**config.mk**
```make
export PLATFORM = sky130hd
export DESIGN_NAME = tlb_victim_pick
export DESIGN_NICKNAME = d
export VERILOG_FILES = /design/src/rtl/tvp_pkg.sv /design/src/rtl/tvp_lcg.sv /design/src/rtl/tvp_modred.sv /design/src/rtl/tlb_victim_pick.sv
export SDC_FILE = /design/constraint.sdc
export NUM_CORES = 1
export LEC_CHECK = 0
export ABC_AREA = 1
export CORE_ASPECT_RATIO = 1.75
export CORE_UTILIZATION = 25
export CTS_BUF_LIST = sky130_fd_sc_hd__clkbuf_4 sky130_fd_sc_hd__clkbuf_8 sky130_fd_sc_hd__clkbuf_16
export DETAILED_ROUTE_END_ITERATION = 8
export GPL_TIMING_DRIVEN = 0
export PLACE_DENSITY_LB_ADDON = 0.15
export SLEW_MARGIN = 30
export SYNTH_ARGS = -nofsm -noshare
export SYNTH_HDL_FRONTEND = slang
export SYNTH_HIERARCHICAL = 1
export SYNTH_SLANG_ARGS = --single-unit
```
**constraint.sdc**
```tcl
create_clock -name clk -period 14.9 [get_ports clk]
set_clock_uncertainty 0.15 [all_clocks]
set_input_delay 2.235 -clock clk [delete_from_list [all_inputs] [get_ports clk]]
set_output_delay 2.235 -clock clk [all_outputs]
set_load 0.02 [all_outputs]
```
**src/rtl/tvp_pkg.sv**
```systemverilog
// Shared constants for the random replacement index generator.
// Assumes: seed arithmetic is modulo 2^SEED_W.
package tvp_pkg;
    localparam int unsigned SEED_W    = 32;
    localparam int unsigned SRC_SHIFT = 16;
    localparam int unsigned LCG_MUL   = 314159;
    localparam int unsigned LCG_INC   = 1;
endpackage

```
**src/rtl/tvp_lcg.sv**
```systemverilog
// Linear congruential seed register.
// Holds the seed and advances it by seed*MUL+INC (mod 2^SEED_W) on adv_i.
// next_o shows the value the seed takes on the next advance.
// Assumes: adv_i is a single-cycle qualified strobe.
module tvp_lcg #(
    parameter int unsigned SEED_W = 32,
    parameter int unsigned MUL    = 314159,
    parameter int unsigned INC    = 1
) (
    input  logic              clk,
    input  logic              rst_n,
    input  logic              adv_i,
    output logic [SEED_W-1:0] seed_o,
    output logic [SEED_W-1:0] next_o
);
    localparam logic [SEED_W-1:0] MUL_C = SEED_W'(MUL);
    localparam logic [SEED_W-1:0] INC_C = SEED_W'(INC);

    logic [SEED_W-1:0] seed_q;

    // Next seed value, truncated to the seed width.
    always_comb begin
        next_o = seed_q * MUL_C + INC_C;
    end

    // Seed register: zero at reset, advanced only on request.
    always_ff @(posedge clk) begin
        if (!rst_n) begin
            seed_q <= '0;
        end else if (adv_i) begin
            seed_q <= next_o;
        end
    end

    assign seed_o = seed_q;

    // the seed changes only on an advance strobe.
    assert_seed_only_on_adv_R2: assert property (@(posedge clk) disable iff (!rst_n)
        !adv_i |=> $stable(seed_q));
endmodule

```
**src/rtl/tvp_modred.sv**
```systemverilog
// Bit-serial restoring remainder unit.
// Reduces SRC_W-bit src_i modulo div_i, one source bit per cycle, MSB first.
// fin_o marks the cycle whose step is the last one; rem_nx_o then carries the
// final remainder.
// Assumes: div_i is nonzero and at most 2^(DIV_W-1).
module tvp_modred #(
    parameter int unsigned SRC_W = 16,
    parameter int unsigned DIV_W = 5
) (
    input  logic             clk,
    input  logic             rst_n,
    input  logic             start_i,
    input  logic [SRC_W-1:0] src_i,
    input  logic [DIV_W-1:0] div_i,
    output logic             busy_o,
    output logic             fin_o,
    output logic [DIV_W-1:0] rem_nx_o
);
    localparam int unsigned CNT_W = $clog2(SRC_W + 1);

    logic [SRC_W-1:0] src_q;
    logic [DIV_W-1:0] div_q;
    logic [DIV_W-1:0] rem_q;
    logic [CNT_W-1:0] cnt_q;
    logic [DIV_W:0]   shf_c;
    logic [DIV_W:0]   sub_c;

    // One restoring step: shift in the next source bit, subtract if it fits.
    always_comb begin
        shf_c    = {rem_q, src_q[SRC_W-1]};
        sub_c    = shf_c - {1'b0, div_q};
        rem_nx_o = (shf_c >= {1'b0, div_q}) ? sub_c[DIV_W-1:0] : shf_c[DIV_W-1:0];
    end

    // Step sequencer: load on start, then one bit per cycle until the count ends.
    always_ff @(posedge clk) begin
        if (!rst_n) begin
            src_q <= '0;
            div_q <= '0;
            rem_q <= '0;
            cnt_q <= '0;
        end else if (start_i) begin
            src_q <= src_i;
            div_q <= div_i;
            rem_q <= '0;
            cnt_q <= CNT_W'(SRC_W);
        end else if (cnt_q != '0) begin
            src_q <= src_q << 1;
            rem_q <= rem_nx_o;
            cnt_q <= cnt_q - 1'b1;
        end
    end

    assign busy_o = (cnt_q != '0);
    assign fin_o  = (cnt_q == CNT_W'(1));

    // the partial remainder stays below the divisor while working.
    assert_rem_below_div_R3: assert property (@(posedge clk) disable iff (!rst_n)
        busy_o |-> (rem_q < div_q));
endmodule

```
**src/rtl/tlb_victim_pick.sv**
```systemverilog
// Random replacement index generator for a buffer with locked low entries.
// On an accepted request it advances the LCG seed, captures the clamped
// locked count w and reduces (seed >> SRC_SHIFT) modulo (TLB_ENTRIES - w).
// It registers remainder + w as the index and pulses valid_o.
// Assumes: TLB_ENTRIES >= 2; requests while busy_o is high are dropped.
module tlb_victim_pick
    import tvp_pkg::*;
#(
    parameter int unsigned TLB_ENTRIES = 16,
    parameter int unsigned IDX_W       = $clog2(TLB_ENTRIES)
) (
    input  logic             clk,
    input  logic             rst_n,
    input  logic             req_i,
    input  logic [IDX_W:0]   wired_i,
    output logic [IDX_W-1:0] idx_o,
    output logic             valid_o,
    output logic             busy_o
);
    localparam int unsigned DIV_W = IDX_W + 1;
    localparam int unsigned SRC_W = SEED_W - SRC_SHIFT;
    localparam logic [IDX_W:0] WMAX = (IDX_W + 1)'(TLB_ENTRIES - 1);

    logic              accept_c;
    logic [IDX_W-1:0]  wired_c;
    logic [IDX_W-1:0]  wired_q;
    logic [DIV_W-1:0]  div_c;
    logic [SEED_W-1:0] seed_w;
    logic [SEED_W-1:0] next_w;
    logic              fin_w;
    logic [DIV_W-1:0]  rem_nx_w;
    logic [DIV_W-1:0]  sum_c;
    logic [IDX_W-1:0]  idx_q;
    logic              valid_q;

    // Accept a strobe only while idle; clamp the locked count below the total.
    always_comb begin
        accept_c = req_i && !busy_o;
        wired_c  = (wired_i > WMAX) ? WMAX[IDX_W-1:0] : wired_i[IDX_W-1:0];
        div_c    = DIV_W'(TLB_ENTRIES) - {1'b0, wired_c};
        sum_c    = rem_nx_w + {1'b0, wired_q};
    end

    tvp_lcg #(
        .SEED_W (SEED_W),
        .MUL    (LCG_MUL),
        .INC    (LCG_INC)
    ) u_lcg (
        .clk    (clk),
        .rst_n  (rst_n),
        .adv_i  (accept_c),
        .seed_o (seed_w),
        .next_o (next_w)
    );

    tvp_modred #(
        .SRC_W (SRC_W),
        .DIV_W (DIV_W)
    ) u_modred (
        .clk      (clk),
        .rst_n    (rst_n),
        .start_i  (accept_c),
        .src_i    (next_w[SEED_W-1:SRC_SHIFT]),
        .div_i    (div_c),
        .busy_o   (busy_o),
        .fin_o    (fin_w),
        .rem_nx_o (rem_nx_w)
    );

    // Capture the locked count at acceptance; register the index at the last step.
    always_ff @(posedge clk) begin
        if (!rst_n) begin
            wired_q <= '0;
            idx_q   <= '0;
            valid_q <= 1'b0;
        end else begin
            if (accept_c) begin
                wired_q <= wired_c;
            end
            if (fin_w) begin
                idx_q <= sum_c[IDX_W-1:0];
            end
            valid_q <= fin_w;
        end
    end

    assign idx_o   = idx_q;
    assign valid_o = valid_q;

    // a valid index lies inside the unlocked range.
    assert_idx_in_range_R4: assert property (@(posedge clk) disable iff (!rst_n)
        valid_o |-> (idx_o >= wired_q) && (32'(idx_o) <= TLB_ENTRIES - 1));

    // valid is a single-cycle pulse.
    assert_valid_pulse_R6: assert property (@(posedge clk) disable iff (!rst_n)
        valid_o |=> !valid_o);

    // valid and busy never overlap.
    assert_no_overlap_R6: assert property (@(posedge clk) disable iff (!rst_n)
        !(valid_o && busy_o));

    // a strobe during busy leaves the seed untouched.
    assert_busy_drop_R7: assert property (@(posedge clk) disable iff (!rst_n)
        (req_i && busy_o) |=> $stable(seed_w));

    // the index changes only in the cycle it becomes valid.
    assert_idx_hold_R9: assert property (@(posedge clk) disable iff (!rst_n)
        !valid_o |=> (valid_o || $stable(idx_o)));
endmodule

```
Word level (Yosys, flattened, before mapping)
Index checks and enable logic that the tools add are counted.
{"block": "totals", "reg_bits": 72, "latchBits": 0, "ram_bits": 0, "rom_bits": 0, "in_bits": 8, "out_inout_bits": 6, "mem_count": 0}
{"block": "classes", "add_sub_neg": 5, "mul": 1, "div_mod_pow": 0, "n_lt_le_gt_ge": 2, "eq_ne": 1, "n_shift": 0, "n_mux": 6, "n_bitwise": 1, "reduce_logical": 5}
{"operator": "32-bit by 1-bit adder with 32-bit output, second input constant", "n": 1}
{"operator": "32-bit by 19-bit multiplier with 32-bit output, second input constant", "n": 1}
{"operator": "16-bit 2-to-1 mux", "n": 2}
{"operator": "5-bit 2-to-1 mux", "n": 3}
{"operator": "6-bit by 5-bit >= comparator with 1-bit output", "n": 1}
{"operator": "5-bit by 1-bit == test with 1-bit output, second input constant", "n": 1}
{"operator": "5-bit by 4-bit greater-than comparator with 1-bit output, second input constant", "n": 1}
{"operator": "5-bit nonzero test", "n": 1}
{"operator": "5-bit by 1-bit subtractor with 5-bit output, second input constant", "n": 1}
{"operator": "5-bit by 4-bit subtractor with 5-bit output, first input constant", "n": 1}
{"operator": "5-bit subtractor", "n": 1}
{"operator": "4-bit adder", "n": 1}
{"operator": "4-bit 2-to-1 mux", "n": 1}
{"operator": "2-bit nonzero test", "n": 1}
{"operator": "2-bit OR reduction", "n": 1}
{"operator": "1-bit logical AND", "n": 1}
{"operator": "1-bit zero test", "n": 1}
{"operator": "1-bit inverter", "n": 1}

Longest topological paths before layout
Gate-level depths: netlist of run 1.
{"block": "depth", "depth_word": 4, "mapped_depth": 26, "depth_no_buf": 26}

Hierarchy
The synthesis of run 1 kept the hierarchy.
{"mod": "tvp_lcg", "instances": 1, "cells_per_inst": 1240, "area_per_inst_um2": 9920.8}
{"mod": "tvp_modred", "instances": 1, "cells_per_inst": 222, "area_per_inst_um2": 1635.3}
{"mod": "tlb_victim_pick", "instances": 1, "cells_per_inst": 70, "area_per_inst_um2": 514.2}

Worst setup path after synthesis of run 1
No wires, ideal clock.
{"block": "synth_timing", "path_kind": "register -> register", "from": "register u_lcg.seed_q[9] (netlist: u_lcg/seed_o[9])", "to": "register u_modred.src_q[3]", "setup_time_ps": 121, "arrival_time_ps": 4860, "path_slack_ps": 9768, "stages_incl_launch_ff": 23, "n_path_buf": 0, "synth_period_minus_slack_ps": 5132, "path_cell_list": "dfxtp_1 inv_1 fa_1 inv_1 ha_1 inv_1 fa_1 inv_1 fa_1 inv_1 fa_1 fa_1 inv_1 ha_1 inv_2 o21ai_0 a21oi_1 nand3_2 a21oi_1 or2_1 nand2_1 nand2_1 a31oi_1"}
{"block": "synth_via", "elab_chain_len": 3}
{"element": "start: declaration", "line": "tvp_lcg.sv:19", "source": "logic [SEED_W-1:0] seed_q;"}
{"element": "start signal: assignment", "line": "tvp_lcg.sv:31", "source": "seed_q <= next_o;"}
{"element": "32-bit by 19-bit multiplier with 32-bit output", "line": "tvp_lcg.sv:23", "source": "next_o = seed_q * MUL_C + INC_C;"}
{"element": "32-bit by 1-bit adder with 32-bit output", "line": "tvp_lcg.sv:23"}
{"element": "via next_w[19]", "line": "tlb_victim_pick.sv:29", "source": "logic [SEED_W-1:0] next_w;"}
{"element": "16-bit 2-to-1 mux", "line": "tvp_modred.sv:42", "source": "end else if (start_i) begin"}
{"element": "end signal: assignment", "line": "tvp_modred.sv:43", "source": "src_q <= src_i;"}
{"element": "end signal: assignment", "line": "tvp_modred.sv:48", "source": "src_q <= src_q << 1;"}
{"element": "end: declaration", "line": "tvp_modred.sv:21", "source": "logic [SRC_W-1:0] src_q;"}
The timed path passes the listed nets, and every way through them passes these cells.
A chain may end at the register's enable or synchronous reset.

Worst setup path after layout of run 1
{"block": "layout_timing", "from": "register u_lcg.seed_q[9] (netlist: u_lcg/seed_o[9])", "to": "register u_modred.src_q[1]"}
Same word-level chain as after synthesis.

==> run_results.csv, run 1 <==
group,metric,value,unit
critical_path,cp.required,15.04,ns
sta,finalHoldViolCount,0,
critical_path,crit_arrival,6.45,ns
placed_design,place.gp.congestion,0.878,
logic_synthesis,syn_inst,1531,
die,core_area,0.0477,sq mm
sta,relSlewSlack,45.6,%
clock_network,cts.path.max_buffers,2,
detailed_routing,drtAntennaViolNets,0,
die,row_count,106,
critical_path,cpMaxStageDelayCell,"dfxtp_1",
die,die_area,0.0492,sq mm
sta,fmax,0.159,GHz
logic_synthesis,yosysWarnings,6,
global_route,grt_max_degree,19,
critical_path,crit_chain,"inv_1 > fa_1 > inv_1 > ha_1 > inv_1 > fa_1 > inv_1 > fa_1 > inv_1 > fa_1 > fa_1 > inv_1 > ha_1 > inv_2 > o21ai_0 > a21oi_1 > nand3_2 > nand2_1 > nand2_1 > xor2_1 > nand2_1 > a31oi_1",
placed_design,port_buffers,13,
global_route,grt_pass1_vias,10000,
clock_network,clkSinkCount,72,
critical_path,critPathLaunchType,"flop",
clock_network,cts_tree,"yes",
cells_and_area,finalNetCount,1904,
detailed_routing,viasPerCell,4.23,
sta,min_period_over_period,42.3,%
die,die_w,168,um
clock_network,htreeDepth,3,
clock_network,clkTransAtPathRegs,0.06,ns
critical_path,cp_common_cell,"inv_1",
sta,finalSetupViolCount,0,
detailed_routing,vias,9106,
clock_network,numCtsBuffers,9,
sta,setup_tns,0,ns
die,die_h,293,um
clock_network,postCtsResizedCells,0,
cells_and_area,layout-drive-gt1-share,4.68,%
cells_and_area,diodes,0,
clock_network,root_buffer,"clkbuf_16",
outcome,status,"complete, no violations",
detailed_routing,drt-wirelength-per-cell,16.4,um
global_route,antenna_found_initial,0,
global_route,grt.total_usage,15.5,%
min_path,hold_class,"flop to flop",
logic_synthesis,syn-num-nets,1880,
sta,rsz0062_at_grt,"false",
cells_and_area,fin_area,0.0132,sq mm
detailed_routing,dr.pass1.iters,5,
logic_synthesis,syn_area,0.0121,sq mm
placed_design,hpwl,31.5,mm
clock_network,worstSkewPairLatency,0.36,ns
clock_network,ctsHoldBuffers,0,
detailed_routing,drcViolationCount,0,
job,max-cap-violations,0,
die,start_util,25.3,%
global_route,grt_pass1_wl,56.4,mm
critical_path,cpPeakStageDelay,0.65,ns
cells_and_area,fin_util,27.7,%
global_route,overflow,0,
critical_path,setup.worst_path.end_class,"flop",
detailed_routing,drt-initial-drc-count,373,
critical_path,critPathKind,"flop to flop",
critical_path,crit_fanout,6,
sta,slew_violations,0,
cells_and_area,area_growth,9.57,%
sta,worst_pin_slew,0.810,ns
logic_synthesis,syn_area_per_cell,7.88,sq um
clock_network,postCtsSetupRepairBufs,0,
sta,period_needed,6.31,ns
detailed_routing,routed_wl,35.4,mm
placed_design,place_area,0.0129,sq mm
die,io_pins,14,
==> final timing paths <==
| path | from | to | slack (ns) | depth (start not counted) |
|---|---|---|---|---|
| max reg2reg | u_lcg/seed_o[9]$_SDFFE_PN0P_ | u_modred/src_q[1]$_SDFFE_PN0P_ | 8.59 | 22 |
| min reg2reg | u_modred/div_q[3]$_SDFFE_PN0P_ | u_modred/div_q[3]$_SDFFE_PN0P_ | 0.32 | 2 |
| max | u_lcg/seed_o[9]$_SDFFE_PN0P_ | u_modred/src_q[1]$_SDFFE_PN0P_ | 8.59 | 22 |
| min | u_modred/div_q[3]$_SDFFE_PN0P_ | u_modred/div_q[3]$_SDFFE_PN0P_ | 0.32 | 2 |
==> final cells by class <==
| type | instances | area, sq um |
|---|---|---|
| clock inverters | 4 | 28.8 |
| fillers | 5261 | 34500 |
| flip-flops and latches | 72 | 1440 |
| plain buffers | 19 | 114 |
| well taps | 594 | 743 |
| clock buffers | 11 | 253 |
| multi-input cells | 928 | 8590 |
| inverters | 512 | 1920 |
| repair buffers | 13 | 130 |
==> worst max-delay path, delay by kind of cell (launching register included) <==
| kind | cells | cell delay, ns |
|---|---|---|
| adders and majority gates | 7 | 3.25 |
| buffers and inverters | 7 | 0.71 |
| DFF | 1 | 0.65 |
| AOI/OAI and AO/OA | 3 | 0.59 |
| and+or+nand+nor | 4 | 0.46 |
| xor gates and xnor gates | 1 | 0.42 |
==> metal layers <==
| layer | vias up | global-route usage, % | part of all wire (%) |
|---|---|---|---|
| li1 | 4604 | - | - |
| met1 | 4340 | 15.5 | 36 |
| met2 | 118 | 32.0 | 59 |
| met3 | 44 | 1.49 | 1.9 |
| met4 | 0 | 6.05 | 3.6 |
| met5 | - | 0 | 0 |
==> flip-flops by register name, indices dropped and copies added (netlist names) <==
| name | count |
|---|---|
| u_modred/cnt_q | 5 |
| u_modred/div_q | 5 |
| wired_q | 4 |
| u_modred/src_q | 16 |
| u_lcg/seed_o | 32 |
| idx_o | 4 |
| valid_o | 1 |
| u_modred/rem_q | 5 |
==> per-stage QoR <==
step | hold WS (ns) | instances | setup WS [ns]
floorplan | 0.285 | 1531 | 9.77
global route | 0.340 | 2153 | 8.33
detailed placement | 0.310 | 2138 | 8.59
finish | 0.318 | 2153 | 8.59
CTS | 0.322 | 2153 | 8.55
global placement | 0.303 | 2138 | 8.60
==> placed cells by master, fill, tap and decap left out, drive strengths merged, types with 3 or more instances in the layout <==
cell	count
clkdlybuf4s50	13
nor2	63
xor2	24
fa	185
o21ai	67
clkbuf	19
nand4	10
inv	512
xnor2	4
nand3	81
a21o	3
o21bai	4
a21oi	79
or2	3
dfxtp	72
ha	156
nor3	10
nand2	213
buf	11
a31oi	16
a21boi	3
Power of run 1 is not shown: default switching activity piles up to over one toggle a cycle in this logic, so the estimate is an artifact.
==> run 2, diff against run 1 <==
==> constraint.sdc (replaced) <==
create_clock -name clk -period 5.4 [get_ports clk]
set_clock_uncertainty 0.15 [all_clocks]
set_input_delay 0.81 -clock clk [delete_from_list [all_inputs] [get_ports clk]]
set_output_delay 0.81 -clock clk [all_outputs]
set_load 0.02 [all_outputs]
==> run 2 against run 1 <==
Effect of this change:
- the run now ends with negative setup slack left
- critical endpoint is now u_lcg/seed_o[21]$_SDFFE_PN0P_
- cell area is 18% higher
- global-route usage is 0.78 points higher
- non-clock buffer count is 117 higher
- count of clock-buffer cells in the layout stayed put
- fmax is 16% higher
- final cell count is 5.4% higher
- utilization is 5.0 points higher
- critical path depth stayed put
- sequential share of layout area is 1.2 points lower
- register-to-register slack worse by 8.6 ns
- setup slack worse by 8.6 ns
- largest cell class unchanged
- first-iteration DRC count is 15% lower
==> run_results.csv, run 2 (synthesis gave the netlist of run 1 again) <==
group,metric,value,unit
clock_network,htreeDepth,3,
clock_network,worstSkewPairLatency,0.36,ns
outcome,status,"finished, violations left",
detailed_routing,dr.pass1.iters,5,
cells_and_area,final_cell_mix,"inv_1, fa_1, nand2_1",
detailed_routing,drtAntennaViolNets,0,
critical_path,rrSetupSlack,-0.04,ns
global_route,grtUsageMet1,15.8,%
detailed_routing,drt-wirelength-per-cell,16.7,um
critical_path,r2r_cells,22,
global_route,grt_pass1_wl,59.2,mm
critical_path,cp.required,5.50,ns
cells_and_area,layout-drive-gt1-share,26.4,%
sta,worst_pin_slew,0.889,ns
cells_and_area,num-fill-cells,5061,
sta,finalHoldViolCount,0,
sta,setup_slack,-0.0402,ns
placed_design,port_buffers,13,
cells_and_area,regArea,0.00152,sq mm
critical_path,reg2reg_from,"u_lcg/seed_o[15]$_SDFFE_PN0P_",
global_route,use_met2,33.5,%
die,die_h,293,um
global_route,grt-busiest-layer,"met2",
critical_path,setup.worst_path.end_class,"flop",
die,die_area,0.0492,sq mm
global_route,grt.total_usage,16.3,%
die,die_w,168,um
critical_path,endpoint,"u_lcg/seed_o[21]$_SDFFE_PN0P_",
detailed_routing,drcViolationCount,0,
die,row_count,106,
critical_path,critPathLaunchType,"flop",
critical_path,crit_arrival,5.54,ns
detailed_routing,routed_wl,37.8,mm
clock_network,numCtsBuffers,9,
global_route,antenna_found_initial,0,
detailed_routing,viasPerCell,4.28,
placed_design,hpwl,31.5,mm
sta,relSlewSlack,40.8,%
cells_and_area,area_growth,29.2,%
sta,rsz0062_at_grt,"true",
global_route,grt_max_degree,19,
global_route,overflow,0,
critical_path,cp-startpoint,"u_lcg/seed_o[15]$_SDFFE_PN0P_",
critical_path,r2r-end,"u_lcg/seed_o[21]$_SDFFE_PN0P_",
sta,min_period_over_period,101,%
die,core_area,0.0477,sq mm
outcome,violations,"negative setup slack",
critical_path,critPathKind,"flop to flop",
sta,fmax,0.184,GHz
sta,finalSetupViolCount,8,
cells_and_area,multi_input_area,0.00982,sq mm
die,start_util,25.3,%
sta,slew_violations,0,
clock_network,clkSinkCount,72,
critical_path,crit_fanout,4,
cells_and_area,largest_reg_flops,32,
cells_and_area,diodes,0,
global_route,gr-usage-met3,1.73,%
clock_network,root_buffer,"clkbuf_16",
die,io_pins,14,
detailed_routing,vias,9723,
job,max-cap-violations,0,
clock_network,clkTransAtPathRegs,0.06,ns
cells_and_area,final_common_cell,"inv_1",
sta,period_needed,5.44,ns
cells_and_area,finalNetCount,2021,
clock_network,cts.path.max_buffers,2,
global_route,grt_pass1_vias,10700,
clock_network,cts_tree,"yes",
placed_design,place.gp.congestion,0.878,
min_path,hold_class,"flop to flop",
detailed_routing,drt-initial-drc-count,316,
cells_and_area,fin_util,32.6,%
==> run 2: cell types whose count changed in the layout (fill, tap and decap cells not counted), moves of 17 or more <==
cell and delta:
ha_4 +21, nand2_2 +24, a21oi_1 -23, nor2_1 -22, dfxtp_1 -25, nand2_1 -41, inv_1 -55, dfxtp_4 +17
buf_4 +98, ha_1 -23, clkinvlp_4 +21, inv_2 +32, buf_6 +17
==> run 2: worst min-delay path by stage <==
stage	slack, ns	to	cells after the start	startpoint
after floorplan	0.28	u_modred/div_q[3]$_SDFFE_PN0P_	2	u_modred/div_q[3]$_SDFFE_PN0P_
after global placement	0.30	u_modred/div_q[3]$_SDFFE_PN0P_	2	u_modred/div_q[3]$_SDFFE_PN0P_
after detailed placement	0.31	u_modred/div_q[2]$_SDFFE_PN0P_	2	u_modred/div_q[2]$_SDFFE_PN0P_
after CTS	0.32	u_modred/div_q[3]$_SDFFE_PN0P_	2	u_modred/div_q[3]$_SDFFE_PN0P_
after global routing	0.35	u_modred/src_q[8]$_SDFFE_PN0P_	2	u_modred/src_q[8]$_SDFFE_PN0P_
final	0.32	u_modred/div_q[3]$_SDFFE_PN0P_	2	u_modred/div_q[3]$_SDFFE_PN0P_
==> run 2: cell type report <==
type                    instances  share of cell area (%)
plain buffers                  19                   0.730
inverters                     512                    12.9
clock inverters                 4                   0.185
flip-flops and latches         72                    9.72
multi-input cells             928                    63.0
clock buffers                  11                    1.62
well taps                     594                    4.77
repair buffers                130                    7.04
==> run 2: repair_timing <==
item,in CTS,in global routing
resized for setup,242,137
buffers inserted,100,17
hold buffers,0,0
endpoints found under the setup margin,38,34
pin swaps,107,80
==> run 2: per-layer routing <==
| layer | vias up | share of wire (%) |
|---|---|---|
| li1 | 4839 | - |
| met1 | 4718 | 35 |
| met2 | 103 | 59 |
| met3 | 63 | 1.5 |
| met4 | 0 | 4.4 |
| met5 | - | 0 |
==> run 2: critical path, cell delays in order, from the launching register on <==
cell and delay [ns]:
dfxtp_4 0.36, clkinvlp_4 0.15, buf_4 0.19, fa_1 0.47, inv_1 0.04, ha_1 0.26
inv_1 0.05, fa_1 0.47, inv_1 0.05, fa_1 0.51, fa_1 0.59, fa_1 0.47
ha_4 0.30, nand2_1 0.12, inv_2 0.08, a21boi_2 0.20, nor2_1 0.09, nor2_1 0.16
nand3_2 0.11, xor2_2 0.16, buf_6 0.13, o21ai_1 0.14, inv_1 0.06
==> run 2: stage by stage <==
step | hold slack [ns] | TNS [ns] | setup WS [ns] | cell area, sq um | cells
after floorplan | 0.285 | 0 | 0.268 | 12100 | 1531
after global placement | 0.303 | -23.37 | -0.902 | 12900 | 2138
after detailed placement | 0.310 | -23.38 | -0.907 | 12900 | 2138
after CTS | 0.322 | -0.0102 | -0.00942 | 14900 | 2253
after global routing | 0.353 | -4.12 | -0.227 | 15600 | 2270
final | 0.318 | -0.129 | -0.0402 | 15600 | 2270
Power of run 2 is left out for the same reason.
